File: src/rtl/hb_pkg.sv
package hb_pkg;

  // Drive state encoding is the command pair {a, b}.
  typedef enum logic [1:0] {
    DRV_COAST = 2'b00,
    DRV_REV   = 2'b01,
    DRV_FWD   = 2'b10,
    DRV_BRAKE = 2'b11
  } drive_e;

  // Leg request: bit 1 = high-side, bit 0 = low-side.
  typedef enum logic [1:0] {
    LEG_OFF = 2'b00,
    LEG_LO  = 2'b01,
    LEG_HI  = 2'b10
  } leg_e;

  function automatic logic is_conducting(drive_e d);
    return (d == DRV_FWD) || (d == DRV_REV);
  endfunction

  // Maps a bridge state to the request of leg 1 (second = 0) or leg 2.
  function automatic leg_e leg_request(drive_e d, logic second);
    case (d)
      DRV_FWD:   return second ? LEG_LO : LEG_HI;
      DRV_REV:   return second ? LEG_HI : LEG_LO;
      DRV_BRAKE: return LEG_LO;
      default:   return LEG_OFF;
    endcase
  endfunction

endpackage

File: src/rtl/hb_deglitch.sv
module hb_deglitch #(
  parameter int unsigned DEGLITCH_CYC = 22
) (
  input  logic clk,
  input  logic rst_n,
  input  logic din,
  output logic dout
);
  localparam int unsigned CW = $clog2(DEGLITCH_CYC + 1);

  logic [CW-1:0] stable_cnt;
  logic          differs;
  logic          accept;

  assign differs = (din != dout);
  assign accept  = differs && (stable_cnt == CW'(DEGLITCH_CYC - 1));

  always_ff @(posedge clk or negedge rst_n) begin
    if (!rst_n) begin
      dout       <= 1'b0;
      stable_cnt <= '0;
    end else if (accept) begin
      dout       <= din;
      stable_cnt <= '0;
    end else if (differs) begin
      stable_cnt <= stable_cnt + 1'b1;
    end else begin
      stable_cnt <= '0;
    end
  end
endmodule

File: src/rtl/hb_sync2.sv
module hb_sync2 (
  input  logic clk,
  input  logic rst_n,
  input  logic async_i,
  output logic sync_o
);
  logic meta;

  always_ff @(posedge clk or negedge rst_n) begin
    if (!rst_n) begin
      meta   <= 1'b0;
      sync_o <= 1'b0;
    end else begin
      meta   <= async_i;
      sync_o <= meta;
    end
  end
endmodule

File: src/rtl/hb_chopper.sv
module hb_chopper
  import hb_pkg::*;
#(
  parameter int unsigned BLANK_CYC  = 188,
  parameter int unsigned PERIOD_CYC = 1000
) (
  input  logic   clk,
  input  logic   rst_n,
  input  logic   off_i,
  input  drive_e mode_i,
  input  logic   sense_i,
  output drive_e target_o,
  output logic   chop_o,
  output logic   blank_done_o
);
  localparam int unsigned PW = $clog2(PERIOD_CYC);
  localparam int unsigned BW = $clog2(BLANK_CYC + 1);

  logic [PW-1:0] period_cnt;
  logic [BW-1:0] blank_cnt;
  drive_e        mode_q;
  logic          period_start;
  logic          driving;

  assign driving      = is_conducting(mode_i);
  assign period_start = (period_cnt == PW'(PERIOD_CYC - 1));
  assign blank_done_o = (blank_cnt == BW'(BLANK_CYC));
  assign target_o     = (driving && chop_o) ? DRV_BRAKE : mode_i;

  always_ff @(posedge clk or negedge rst_n) begin
    if (!rst_n) begin
      period_cnt <= '0;
      blank_cnt  <= '0;
      chop_o     <= 1'b0;
      mode_q     <= DRV_COAST;
    end else if (off_i) begin
      period_cnt <= '0;
      blank_cnt  <= '0;
      chop_o     <= 1'b0;
      mode_q     <= mode_i;
    end else begin
      mode_q     <= mode_i;
      period_cnt <= period_start ? '0 : period_cnt + 1'b1;

      if (!driving || period_start)
        chop_o <= 1'b0;
      else if (blank_done_o && sense_i)
        chop_o <= 1'b1;

      // Blanking restarts whenever conduction (re)starts or changes direction.
      if (!driving || chop_o || (mode_i != mode_q))
        blank_cnt <= '0;
      else if (!blank_done_o)
        blank_cnt <= blank_cnt + 1'b1;
    end
  end
endmodule

File: src/rtl/hb_leg.sv
module hb_leg
  import hb_pkg::*;
#(
  parameter int unsigned DEAD_CYC = 22
) (
  input  logic clk,
  input  logic rst_n,
  input  logic off_i,
  input  leg_e want_i,
  output logic hi_o,
  output logic lo_o
);
  localparam int unsigned DW = $clog2(DEAD_CYC + 1);

  leg_e          applied;
  logic [DW-1:0] off_cnt;
  logic          gap_met;

  assign gap_met = (off_cnt == DW'(DEAD_CYC));

  always_ff @(posedge clk or negedge rst_n) begin
    if (!rst_n) begin
      applied <= LEG_OFF;
      off_cnt <= DW'(DEAD_CYC);
    end else if (off_i || (applied != LEG_OFF && want_i != applied)) begin
      if (applied != LEG_OFF) off_cnt <= '0;
      else if (!gap_met)      off_cnt <= off_cnt + 1'b1;
      applied <= LEG_OFF;
    end else if (applied == LEG_OFF) begin
      if (want_i != LEG_OFF && gap_met)
        applied <= want_i;
      else if (!gap_met)
        off_cnt <= off_cnt + 1'b1;
    end
  end

  assign hi_o = applied[1] & ~off_i;
  assign lo_o = applied[0] & ~off_i;
endmodule

File: src/rtl/hbridge_chop_ctrl.sv
module hbridge_chop_ctrl
  import hb_pkg::*;
#(
  parameter int unsigned DEGLITCH_CYC = 22,
  parameter int unsigned DEAD_CYC     = 22,
  parameter int unsigned BLANK_CYC    = 188,
  parameter int unsigned PERIOD_CYC   = 1000
) (
  input  logic clk,
  input  logic rst_n,
  input  logic ctl_a_i,
  input  logic ctl_b_i,
  input  logic sense_trip_i,
  input  logic bridge_off_i,
  output logic leg1_hi_o,
  output logic leg1_lo_o,
  output logic leg2_hi_o,
  output logic leg2_lo_o
);
  localparam int unsigned NLEG = 2;

  logic [1:0]      raw_cmd;
  logic [1:0]      clean_cmd;
  drive_e          drive_mode;
  drive_e          target_mode;
  logic            sense_s;
  logic            chop_active;
  logic            blank_done;
  leg_e            leg_want [NLEG];
  logic [NLEG-1:0] gate_hi;
  logic [NLEG-1:0] gate_lo;

  assign raw_cmd = {ctl_a_i, ctl_b_i};

  for (genvar g = 0; g < 2; g++) begin : g_filt
    hb_deglitch #(.DEGLITCH_CYC(DEGLITCH_CYC)) u_dg (
      .clk  (clk),
      .rst_n(rst_n),
      .din  (raw_cmd[g]),
      .dout (clean_cmd[g])
    );
  end

  assign drive_mode = drive_e'(clean_cmd);

  hb_sync2 u_sense_sync (
    .clk    (clk),
    .rst_n  (rst_n),
    .async_i(sense_trip_i),
    .sync_o (sense_s)
  );

  hb_chopper #(.BLANK_CYC(BLANK_CYC), .PERIOD_CYC(PERIOD_CYC)) u_chop (
    .clk         (clk),
    .rst_n       (rst_n),
    .off_i       (bridge_off_i),
    .mode_i      (drive_mode),
    .sense_i     (sense_s),
    .target_o    (target_mode),
    .chop_o      (chop_active),
    .blank_done_o(blank_done)
  );

  for (genvar l = 0; l < NLEG; l++) begin : g_leg
    assign leg_want[l] = leg_request(target_mode, l[0]);
    hb_leg #(.DEAD_CYC(DEAD_CYC)) u_leg (
      .clk   (clk),
      .rst_n (rst_n),
      .off_i (bridge_off_i),
      .want_i(leg_want[l]),
      .hi_o  (gate_hi[l]),
      .lo_o  (gate_lo[l])
    );
  end

  assign leg1_hi_o = gate_hi[0];
  assign leg1_lo_o = gate_lo[0];
  assign leg2_hi_o = gate_hi[1];
  assign leg2_lo_o = gate_lo[1];
endmodule

File: config.mk
export PLATFORM = sky130hd
export DESIGN_NAME = hbridge_chop_ctrl
export DESIGN_NICKNAME = d
export VERILOG_FILES = /design/src/rtl/hb_pkg.sv /design/src/rtl/hb_deglitch.sv /design/src/rtl/hb_sync2.sv /design/src/rtl/hb_chopper.sv /design/src/rtl/hb_leg.sv /design/src/rtl/hbridge_chop_ctrl.sv
export SDC_FILE = /design/constraint.sdc
export NUM_CORES = 1
export LEC_CHECK = 0
export BUFFER_PORTS_ARGS = -buffer_cell sky130_fd_sc_hd__buf_2
export CORE_MARGIN = 3
export CORE_UTILIZATION = 40
export CTS_CLUSTER_DIAMETER = 40
export DETAILED_ROUTE_END_ITERATION = 10
export PLACE_DENSITY_LB_ADDON = 0.3
export SLEW_MARGIN = 20
export SYNTH_ARGS = -nofsm -noshare
export SYNTH_HDL_FRONTEND = slang
export SYNTH_SLANG_ARGS = --single-unit
File: constraint.sdc
create_clock -name clk -period 1.75 [get_ports clk]
set_input_delay 0.35 -clock clk [delete_from_list [all_inputs] [get_ports clk]]
set_output_delay 0.35 -clock clk [all_outputs]
set_load 0.02 [all_outputs]
==> results of run 1 <==
==> report_power, final <==
group,total (mW),switching (mW),leakage [nW],internal [mW]
Combinational,0.626,0.313,0.522,0.313
Clock,0.948,0.380,0.0681,0.568
Sequential,1.53,0.172,0.633,1.35
==> state kept, by name, summed over array words and instances (netlist names) <==
signal,count
g_leg.u_leg.off_cnt,10
g_leg.u_leg.applied,4
u_sense_sync.meta,1
u_chop.period_cnt,10
u_chop.blank_cnt,8
u_sense_sync.sync_o,1
g_filt.u_dg.dout,2
u_chop.mode_q,2
u_chop.chop_o,1
g_filt.u_dg.stable_cnt,10
==> synthesized netlist by cell type (2+ instances only) <==
master | instances | share of area [%]
sky130_fd_sc_hd__inv_1 | 9 | 1.4
sky130_fd_sc_hd__nand4_1 | 4 | 1.0
sky130_fd_sc_hd__a221o_1 | 2 | 0.81
sky130_fd_sc_hd__a21oi_1 | 6 | 1.2
sky130_fd_sc_hd__nor2_1 | 43 | 6.5
sky130_fd_sc_hd__a21oi_2 | 2 | 0.71
sky130_fd_sc_hd__nor2b_1 | 5 | 1.3
sky130_fd_sc_hd__xnor2_1 | 10 | 3.5
sky130_fd_sc_hd__nor4_1 | 4 | 1.0
sky130_fd_sc_hd__dfstp_2 | 6 | 6.4
sky130_fd_sc_hd__nand4b_1 | 5 | 1.8
sky130_fd_sc_hd__and2_1 | 2 | 0.51
sky130_fd_sc_hd__or2_2 | 2 | 0.51
sky130_fd_sc_hd__mux2i_1 | 3 | 1.2
sky130_fd_sc_hd__ha_1 | 12 | 6.1
sky130_fd_sc_hd__o21ai_0 | 4 | 0.81
sky130_fd_sc_hd__nand3_1 | 12 | 2.4
sky130_fd_sc_hd__xor2_1 | 13 | 4.6
sky130_fd_sc_hd__o2bb2ai_1 | 2 | 0.71
sky130_fd_sc_hd__nand2_1 | 15 | 2.3
sky130_fd_sc_hd__mux2_2 | 3 | 1.4
sky130_fd_sc_hd__o22ai_1 | 4 | 1.0
sky130_fd_sc_hd__nor3_1 | 7 | 1.4
sky130_fd_sc_hd__dfrtp_1 | 43 | 44
sky130_fd_sc_hd__nand3_2 | 2 | 0.81
==> placed cells by master, fill, tap and decap left out, types with 5 or more instances in the layout <==
master / instances
sky130_fd_sc_hd__nand4b_1: 5
sky130_fd_sc_hd__nand3_1: 12
sky130_fd_sc_hd__ha_1: 11
sky130_fd_sc_hd__dfrtp_1: 42
sky130_fd_sc_hd__buf_2: 9
sky130_fd_sc_hd__a21oi_1: 6
sky130_fd_sc_hd__inv_1: 9
sky130_fd_sc_hd__nand2_1: 15
sky130_fd_sc_hd__xor2_1: 13
sky130_fd_sc_hd__nor2b_1: 5
sky130_fd_sc_hd__nor2_1: 43
sky130_fd_sc_hd__dfstp_2: 6
sky130_fd_sc_hd__clkbuf_8: 5
sky130_fd_sc_hd__nor3_1: 7
sky130_fd_sc_hd__xnor2_1: 10
==> final timing paths <==
path	to	start	cells past startpoint
max in group asynchronous	g_leg[0].u_leg.off_cnt[1]	rst_n	3
worst max register to register	g_leg[0].u_leg.off_cnt[0]	g_filt[0].u_dg.dout	6
worst min-delay path	u_sense_sync.meta	sense_trip_i	1
min in group asynchronous	u_chop.period_cnt[6]	rst_n	2
worst min register to register	u_sense_sync.sync_o	u_sense_sync.meta	0
worst max-delay path	g_leg[0].u_leg.off_cnt[0]	g_filt[0].u_dg.dout	6
==> worst max-delay path, stage by stage, from the launching register on <==
cell                      delay, ns
sky130_fd_sc_hd__dfrtp_2       0.41
sky130_fd_sc_hd__inv_1         0.11
sky130_fd_sc_hd__ha_4          0.24
sky130_fd_sc_hd__a21oi_4       0.17
sky130_fd_sc_hd__mux2i_1       0.24
sky130_fd_sc_hd__o22ai_1       0.12
sky130_fd_sc_hd__mux2_2        0.28
==> through the flow <==
| step | hold slack, ns | instances |
|---|---|---|
| after floorplan | 0.0544 | 240 |
| after global placement | 0.311 | 324 |
| final | 0.154 | 333 |
| after global routing | 0.136 | 333 |
| after detailed placement | 0.315 | 324 |
| after CTS | 0.139 | 333 |
==> layer usage <==
layer / track usage [%] / part of all wire [%] / up-vias / routed length [um]
li1: - / - / 865 / -
met1: 17.9 / 51 / 792 / 2130
met2: 18.1 / 44 / 21 / 1840
met3: 4.51 / 3.5 / 2 / 144
met4: 4.32 / 0.92 / 0 / 38
met5: 0 / 0 / - / 0
==> cells by family after synthesis <==
| group | Yosys count | synth area share, % |
|---|---|---|
| flops | 49 | 49.9 |
| xor+xnor | 23 | 8.15 |
| buf+inv | 12 | 2.18 |
| compound gates | 28 | 8.51 |
| fa+ha+maj | 12 | 6.08 |
| simple gates | 110 | 22.6 |
| mux | 6 | 2.58 |
==> layout make-up <==
cell class              instances  area, um^2  share of cell area, %
clock buffers                   5        68.8                   2.47
clock inverters                 3        65.1                   2.33
inverters                       9        33.8                   1.21
multi-input cells             179        1200                   43.1
flip-flops and latches         49        1230                   44.3
well taps                      75        93.8                   3.36
repair buffers                 13        90.1                   3.23
==> what timing repair did <==
item                       in CTS  in global routing
setup endpoints to repair       0                  1
resized for setup               0                  1
hold buffers                    1                  0
hold endpoints to repair       11                  0
==> impl_results.md, run 1 <==
* Result of the run: finished, final reports clean
* Via total after detailed routing at 1,680
* Final GP Congestion at 0.796
* Post-Synthesis Cell Area at around 2500 um^2
* Proportion of synthesized flip-flops having asynchronous set or reset at 100%
* Final Cycle Share at 95.4%
* Maximum achievable frequency at approximately 0.6 GHz
* Type of the worst setup path: register to register
* Fraction of layout instances using a drive strength above 1 at 17.1%
* Ys Warns at 0
* Post-placement worst setup slack at 0.0320 ns
* Proportion of synthesized chip area in sequential cells at 49.9%
* Ports at 10
* Most instantiated flip-flop cell in the synthesis netlist: sky130_fd_sc_hd__dfrtp_1
* Register bit total from synthesis at between 40 and 50
* Post-CTS Repair Setup Buffers at 0
* CTS clock-pin slew for the worst setup and hold paths at 0.09 ns
* First-pass GRT wire length at 7.35 mm
* Diodes inserted at 0
* Number of max-cap violations at 0
* Final-layout fill cell count at 574
* Tot GR Track Use at 12.7%
* Post-Synthesis Mean Instance Area at between 10 and 15 um^2
* Net count after synthesis at 258
* Total Die Area at 7160 um^2
* Average wire length per cell after detail routing at about 12 um
* Count of different cell masters after synthesis at 45
* Time the final worst path needs with I/O delays and setup at 1.67 ns
* Area of all placed cells without fillers at between 2000 and 3000 um^2
* TritonCTS clock tree: yes
* Worst IR Drop VDD at 0.000674 V
* Latest clock arrival within the worst-skew pair at 0.30 ns
* Post-layout nets at 275
* Total setup violations reported at the end of the flow at 0
* Clk buf depth at 2
* Max_slew headroom at 71.0%
* Hold Violations, Final at 0
* Power Total at 3.10 mW
* Router iterations before antenna repair at 4
* H-tree levels at 2
* Detailed placer's ending HPWL at 2.88 mm
* Final design utilization at 46.8%
* Detailed-route wire length at roughly 4.2 mm
* Die width at roughly 85 um
* Vert. Die Dim at 84.6 um
* Arrival time of data at the critical path endpoint at about 1.9 ns
* Instance area after placement at 2640 um^2
* Power density of the placed cells at 1110 nW/um^2
* Maximum number of pins on one net before global-route repair at 34
* # clock sinks at 49
* Number of input and output port buffers inserted at 9
* Slew at the pin closest to its max-slew limit at 0.434 ns
* Post-synthesis to final-layout area growth at 12.9%
* Type of origin of the critical path: register
* Clk_skew at 0.00603 ns
* Antenna violations before repair at 0
* Worst-path maximum fanout at 4
* Core Region at 5960 um^2
* Final critical-path setup slack at 0.0813 ns
* Number of slew-limit violations in the final report at 0
* Type of element capturing the critical path: register
* Clock root cell: sky130_fd_sc_hd__clkbuf_8
* Detailed-route DRC error count at 0
* Overflow left after global routing at 0
* Effective utilization at floorplan at 41.5%
* Leakage power summed over all cells at between 1 and 1.5 nW
* Post-detailed-route via-to-cell ratio at 5.05
* Tightest Hold Check Type: primary input to register
* Number of enable-type register cells in the synthesized netlist at 0
* Final TNS setup at 0 ns
* Clock buffers created by TritonCTS at 5
* Post-synthesis instance total at 240
* Floorplan row count at 28
* ANT nets after route at 0
* Via count of the first global-routing pass at ~1,600
* Setup repair after global routing missed its margin: false
* Setup slack of the worst register-to-register path at between 0.08 and 0.09 ns
* Detailed Route Iter0 Violations at 33
* CP Data Required Time at 1.94 ns
Power figures use the tool's default switching activity.
==> inputs of run 2 (changes only) <==
--- a/config.mk
+++ b/config.mk
@@ -10,7 +10,7 @@
 export CORE_UTILIZATION = 40
 export CTS_CLUSTER_DIAMETER = 40
 export DETAILED_ROUTE_END_ITERATION = 10
-export PLACE_DENSITY_LB_ADDON = 0.3
+export PLACE_DENSITY_LB_ADDON = 0.08
 export SLEW_MARGIN = 20
 export SYNTH_ARGS = -nofsm -noshare
 export SYNTH_HDL_FRONTEND = slang
==> impl_results.md, run 2 (synthesized netlist as in run 1, its figures left out) <==
* Number of slew-limit violations in the final report at 0
* Detailed-route DRC error count at 0
* Setup repair after global routing missed its margin: false
* Post-detailed-route via-to-cell ratio at 5.06
* Cell depth of the worst min-delay path at 1
* Final TNS setup at 0 ns
* Worst hold path startpoint: sense_trip_i
* Type of the worst setup path: register to register
* TritonCTS clock tree: yes
* Arrival time of data at the critical path endpoint at 1.84 ns
* Switching fraction of total power at 30.2%
* Floorplan row count at 28
* Maximum number of pins on one net before global-route repair at 21
* Most common cell after layout, fill and taps aside: sky130_fd_sc_hd__nor2_1
* Total Die Area at 7160 um^2
* # clock sinks at 49
* Number of max-cap violations at 0
* Maximum achievable frequency at 0.603 GHz
* Clk_skew at 0.00727 ns
* CP Data Required Time at 1.93 ns
* Final Cycle Share at a little over nine tenths
* Time the final worst path needs with I/O delays and setup at 1.66 ns
* Die width at 84.6 um
* Max_slew headroom at between 70% and 80%
* Number of input and output port buffers inserted at 9
* Beginning of the critical path: g_filt[0].u_dg.dout
* FF-to-FF Start: g_filt[0].u_dg.dout
* Highest-count cells in the layout ignoring fill and taps: sky130_fd_sc_hd__nor2_1 (43), sky130_fd_sc_hd__dfrtp_1 (42), sky130_fd_sc_hd__nand2_1 (15)
* Worst IR Drop VDD at 0.000567 V
* Clock root cell: sky130_fd_sc_hd__clkbuf_8
* Instance area after placement at 2650 um^2
* Effective utilization at floorplan at 41.5%
* First-pass GRT wire length at 7.98 mm
* Total setup violations reported at the end of the flow at 0
* Diodes inserted at 0
* Slew at the pin closest to its max-slew limit at about 0.43 ns
* Internal power contribution at 1.95 mW
* Setup slack of the worst register-to-register path at 0.09 ns
* Sequential cell fraction of total power at 54.9%
* Type of origin of the critical path: register
* Result of the run: finished, final reports clean
* Average wire length per cell after detail routing at roughly 13 um
* Storage cell area at 1230 um^2
* Clock buffers created by TritonCTS at 5
* Tot GR Track Use at between 10% and 20%
* Leakage power summed over all cells at roughly 1.2 nW
* Fraction of layout instances using a drive strength above 1 at 18.3%
* Ports at 10
* Latest clock arrival within the worst-skew pair at 0.29 ns
* Overflow left after global routing at 0
* Worst r2r path cells at 6
* Core Region at 5960 um^2
* Type of element capturing the critical path: register
* Clk buf depth at 2
* Power density of the placed cells at 1010 nW/um^2
* Vert. Die Dim at 84.6 um
* Power Total at 2.79 mW
* CTS clock-pin slew for the worst setup and hold paths at 0.09 ns
* ANT nets after route at 0
* Hold Violations, Final at 0
* Area used by multi-input combinational logic at 1210 um^2
* Final GP Congestion at 0.766
* Worst flop-to-flop path endpoint: g_leg[0].u_leg.off_cnt[0]
* Antenna violations before repair at 0
* Router iterations before antenna repair at 4
* Detailed Route Iter0 Violations at 41
* Clock power frac at 22.4%
* Switching pwr at 0.843 mW
* Post-layout nets at between 200 and 300
* Via total after detailed routing at 1,705
* Worst-path maximum fanout at 4
* Detailed-route wire length at 4.32 mm
* Comb power frac at 22.7%
* Final-layout fill cell count at 587
* H-tree levels at 2
* Post-synthesis to final-layout area growth at 12.2%
* Area of all placed cells without fillers at 2770 um^2
* Tightest Hold Check Type: primary input to register
* Via count of the first global-routing pass at between 1,500 and 2,000
* Detailed placer's ending HPWL at 3.16 mm
* Registers with the most flip-flops: g_filt.u_dg.stable_cnt: 10 flops, g_leg.u_leg.off_cnt: 10 flops, u_chop.period_cnt: 10 flops
* Worst min-delay path endpoint: u_sense_sync.meta
-- run 2: cell types whose count changed in the layout (fill, tap and decap cells not counted) --
cell                        delta
sky130_fd_sc_hd__bufinv_16     -2
sky130_fd_sc_hd__clkinv_2      +1
sky130_fd_sc_hd__buf_4         +4
sky130_fd_sc_hd__clkbuf_1      +1
sky130_fd_sc_hd__mux2i_1       -1
sky130_fd_sc_hd__mux2i_2       +1
-- run 2: per-layer routing --
metal | vias up | global-route usage, % | routed length, um | part of all wire, %
li1 | 870 | - | - | -
met1 | 813 | 19.0 | 2240 | 52
met2 | 20 | 20.4 | 1920 | 44
met3 | 2 | 4.61 | 136 | 3.1
met4 | 0 | 3.88 | 29 | 0.67
met5 | - | 0 | 0 | 0
-- run 2: worst max-delay path by stage --
stage,to,slack (ns)
2_1_floorplan,g_leg[0].u_leg.off_cnt[0],0.06
3_3_place_gp,g_leg[0].u_leg.off_cnt[0],0.07
3_5_place_dp,g_leg[0].u_leg.off_cnt[0],0.03
4_1_cts,g_leg[0].u_leg.off_cnt[0],0.01
5_1_grt,g_leg[0].u_leg.off_cnt[0],0.001
6_report,g_leg[0].u_leg.off_cnt[0],0.09
-- run 2: final cells by class --
cell class / count / share of cell area (%)
Inverter: 9 / 1.22
Clock buffer: 6 / 2.62
Clock inverter: 2 / 0.361
Tap cell: 75 / 3.38
Sequential cell: 49 / 44.5
Multi-Input combinational cell: 179 / 43.5
Timing Repair Buffer: 17 / 4.33
-- run 2: power groups by stage --
stage          Sequential (mW)  Clock [mW]  Combinational, mW
3_5_place_dp              1.55           0              0.638
4_1_cts                   1.53       0.669              0.643
5_1_grt                   1.56       0.719              0.746
6_report                  1.53       0.626              0.635
3_3_place_gp              1.55           0              0.637
2_1_floorplan             1.51           0              0.506
-- run 2: timing repair --
action,4_1_cts,5_1_grt
gates resized for setup,0,2
hold buffers,1,0
endpoints found under the setup margin,0,2
hold endpoints to repair,10,0
setup buffers,0,2
-- run 2: through the flow --
stage / instances / setup slack (ns) / hold slack [ns] / utilization, %
2_1_floorplan: 240 / 0.0562 / 0.0544 / -
3_3_place_gp: 326 / 0.0676 / 0.300 / 44.6
3_5_place_dp: 326 / 0.0272 / 0.301 / 44.6
4_1_cts: 335 / 0.0140 / 0.151 / 46.1
5_1_grt: 337 / 0.00121 / 0.148 / 46.6
6_report: 337 / 0.0904 / 0.165 / 46.6
-- run 2: critical path, stage by stage (launching register included) --
cell and delay (ns):
sky130_fd_sc_hd__dfrtp_2 0.41, sky130_fd_sc_hd__inv_1 0.09, sky130_fd_sc_hd__ha_4 0.23, sky130_fd_sc_hd__a21oi_4 0.18
sky130_fd_sc_hd__mux2i_2 0.24, sky130_fd_sc_hd__o22ai_1 0.12, sky130_fd_sc_hd__mux2_2 0.28
==> inputs of run 3 (changes only) <==
--- a/config.mk
+++ b/config.mk
@@ -7,7 +7,7 @@
 export LEC_CHECK = 0
 export BUFFER_PORTS_ARGS = -buffer_cell sky130_fd_sc_hd__buf_2
 export CORE_MARGIN = 3
-export CORE_UTILIZATION = 40
+export CORE_UTILIZATION = 55
 export CTS_CLUSTER_DIAMETER = 40
 export DETAILED_ROUTE_END_ITERATION = 10
 export PLACE_DENSITY_LB_ADDON = 0.08
==> constraint.sdc (replaced) <==
create_clock -name clk -period 1.75 [get_ports clk]
set_input_delay 0.0875 -clock clk [delete_from_list [all_inputs] [get_ports clk]]
set_output_delay 0.0875 -clock clk [all_outputs]
set_load 0.02 [all_outputs]
==> impl_results.md, run 3 (synthesized netlist as in run 1, its figures left out) <==
* Detailed-route wire length at 4.04 mm
* Instance area after placement at about 2600 um^2
* ANT nets after route at 0
* H-tree levels at 2
* Post-synthesis to final-layout area growth at 10.4%
* Final design utilization at 65.4%
* Worst-path maximum fanout at 4
* Vert. Die Dim at 73.0 um
* Number of max-cap violations at 0
* Critical path depth in cells at 6
* Sequential cell fraction of total power at 54.2%
* # clock sinks at 49
* Ports at 10
* Post-layout nets at 278
* Number of standard cells in the final layout excluding fillers at 311
* Post-CTS Repair Setup Buffers at 0
* Maximum number of pins on one net before global-route repair at 21
* Fraction of layout instances using a drive strength above 1 at approximately 17%
* Internal power contribution at between 1.5 and 2 mW
* Clk buf depth at 2
* Buffers and inverters on the worst path at 1
* Clk_skew at 0.0106 ns
* Switching pwr at 0.827 mW
* Final GP Congestion at 0.822
* Comb power frac at 22.1%
* Average wire length per cell after detail routing at 13.0 um
* CP Data Required Time at a little under 2 ns
* Type of origin of the critical path: register
* Total Die Area at roughly 5300 um^2
* Tightest Hold Check Type: primary input to register
* Overflow left after global routing at 0
* Type of the worst setup path: register to register
* Result of the run: finished, final reports clean
* Post-detailed-route via-to-cell ratio at between 5 and 6
* Total setup violations reported at the end of the flow at 0
* Dominant delay contributor by cell family on the critical path: multiplexers
* Cell type of the slowest stage on the worst timing path: sky130_fd_sc_hd__dfrtp_2
* Most common cell after layout, fill and taps aside: sky130_fd_sc_hd__nor2_1
* Latest clock arrival within the worst-skew pair at 0.30 ns
* Via count of the first global-routing pass at between 1,500 and 2,000
* Leakage power summed over all cells at 1.21 nW
* Worst hold path startpoint: ctl_b_i
* Cell breakdown of the critical path: inv_1, ha_4, a21oi_4, mux2i_1, o22ai_1, mux2_2
* Delay contributed by the slowest stage of the critical path at 0.40 ns
* Core Region at around 4200 um^2
* Effective utilization at floorplan at 59.2%
* Clock buffers created by TritonCTS at 5
* Cell depth of the worst min-delay path at 2
* Floorplan row count at 23
* FF-to-FF Start: g_filt[0].u_dg.dout
* Tot GR Track Use at 17.8%
* Final Cycle Share at approximately 94%
* Router iterations before antenna repair at 4
* Max_slew headroom at 73.8%
* Diodes inserted at 0
* Clock power frac at 23.7%
* Worst r2r path cells at 6
* Die width at 73.0 um
* Type of element capturing the critical path: register
* Slew at the pin closest to its max-slew limit at just under 0.4 ns
* Power density of the placed cells at between 1000 and 1500 nW/um^2
* Arrival time of data at the critical path endpoint at 1.84 ns
* CTS clock-pin slew for the worst setup and hold paths at 0.08 ns
* Switching fraction of total power at between 20% and 30%
* Hold Violations, Final at 0
* Time the final worst path needs with I/O delays and setup at 1.65 ns
* Detailed-route DRC error count at 0
* TritonCTS clock tree: yes
* Detailed Route Iter0 Violations at 118
* Area of all placed cells without fillers at between 2000 and 3000 um^2
* Clock root cell: sky130_fd_sc_hd__clkbuf_8
* Highest-count cells in the layout ignoring fill and taps: sky130_fd_sc_hd__nor2_1 (43), sky130_fd_sc_hd__dfrtp_1 (42), sky130_fd_sc_hd__nand2_1 (15)
* Maximum achievable frequency at 0.605 GHz
* Number of input and output port buffers inserted at 9
* Worst IR Drop VDD at around 0.00051 V
* Beginning of the critical path: g_filt[0].u_dg.dout
* Number of slew-limit violations in the final report at 0
* Number of cells in the design after placement at 301
* Fin Hold WS at 0.0563 ns
* Detailed placer's ending HPWL at 2.93 mm
* First-pass GRT wire length at 7.47 mm
* Registers with the most flip-flops: g_filt.u_dg.stable_cnt: 10 flops, g_leg.u_leg.off_cnt: 10 flops, u_chop.period_cnt: 10 flops
* Antenna violations before repair at 0
* Via total after detailed routing at roughly 1,700
## run 3: worst paths after layout
check	to	slack [ns]
min	g_filt[0].u_dg.dout	0.06
min reg2reg	u_sense_sync.sync_o	0.37
max reg2reg	g_leg[0].u_leg.off_cnt[0]	0.1
min in group asynchronous	g_leg[1].u_leg.off_cnt[0]	0.22
max in group asynchronous	g_filt[1].u_dg.stable_cnt[3]	0.82
max	g_leg[0].u_leg.off_cnt[0]	0.1
## run 3: timing repair
action	CTS	global route
hold buffers	2	0
resized for setup	0	1
endpoints found under the hold margin	13	0
endpoints found under the setup margin	0	1
## run 3: metrics by stage
step	TNS [ns]	total power [mW]	worst slack (ns)
after floorplan	0	2.01	0.0562
after global placement	0	2.16	0.0720
after detailed placement	0	2.17	0.0625
after CTS	0	2.86	0.0526
after global routing	-0.00164	3.02	-0.00164
final	0	2.82	0.0974
## run 3: metal layers
| metal | track usage [%] | up-vias | part of all wire [%] |
|---|---|---|---|
| met1 | 24.2 | 781 | 51 |
| met4 | 6.76 | 0 | 1.3 |
| met3 | 3.58 | 4 | 2.5 |
| met5 | 0 | - | 0 |
| met2 | 27.9 | 14 | 45 |
| li1 | - | 868 | - |
## run 3: worst reg2reg max path, cell delays in order (launching register included)
cell	delay (ns)
sky130_fd_sc_hd__dfrtp_2	0.40
sky130_fd_sc_hd__inv_1	0.09
sky130_fd_sc_hd__ha_4	0.23
sky130_fd_sc_hd__a21oi_4	0.20
sky130_fd_sc_hd__mux2i_1	0.24
sky130_fd_sc_hd__o22ai_1	0.12
sky130_fd_sc_hd__mux2_2	0.27
## run 3: final cells by class
type / count / area (um^2)
well taps: 50 / 62.6
multi-input cells: 179 / 1200
flip-flops and latches: 49 / 1230
repair buffers: 16 / 103
inverters: 9 / 33.8
fillers: 342 / 1450
clock buffers: 8 / 90.1
## run 3: power by group through the flow
stage,logic (mW),registers (mW),clock network (mW)
final,0.624,1.53,0.668
after global placement,0.617,1.54,0
after detailed placement,0.623,1.55,0
after floorplan,0.506,1.51,0
after CTS,0.633,1.53,0.700
after global routing,0.727,1.56,0.734
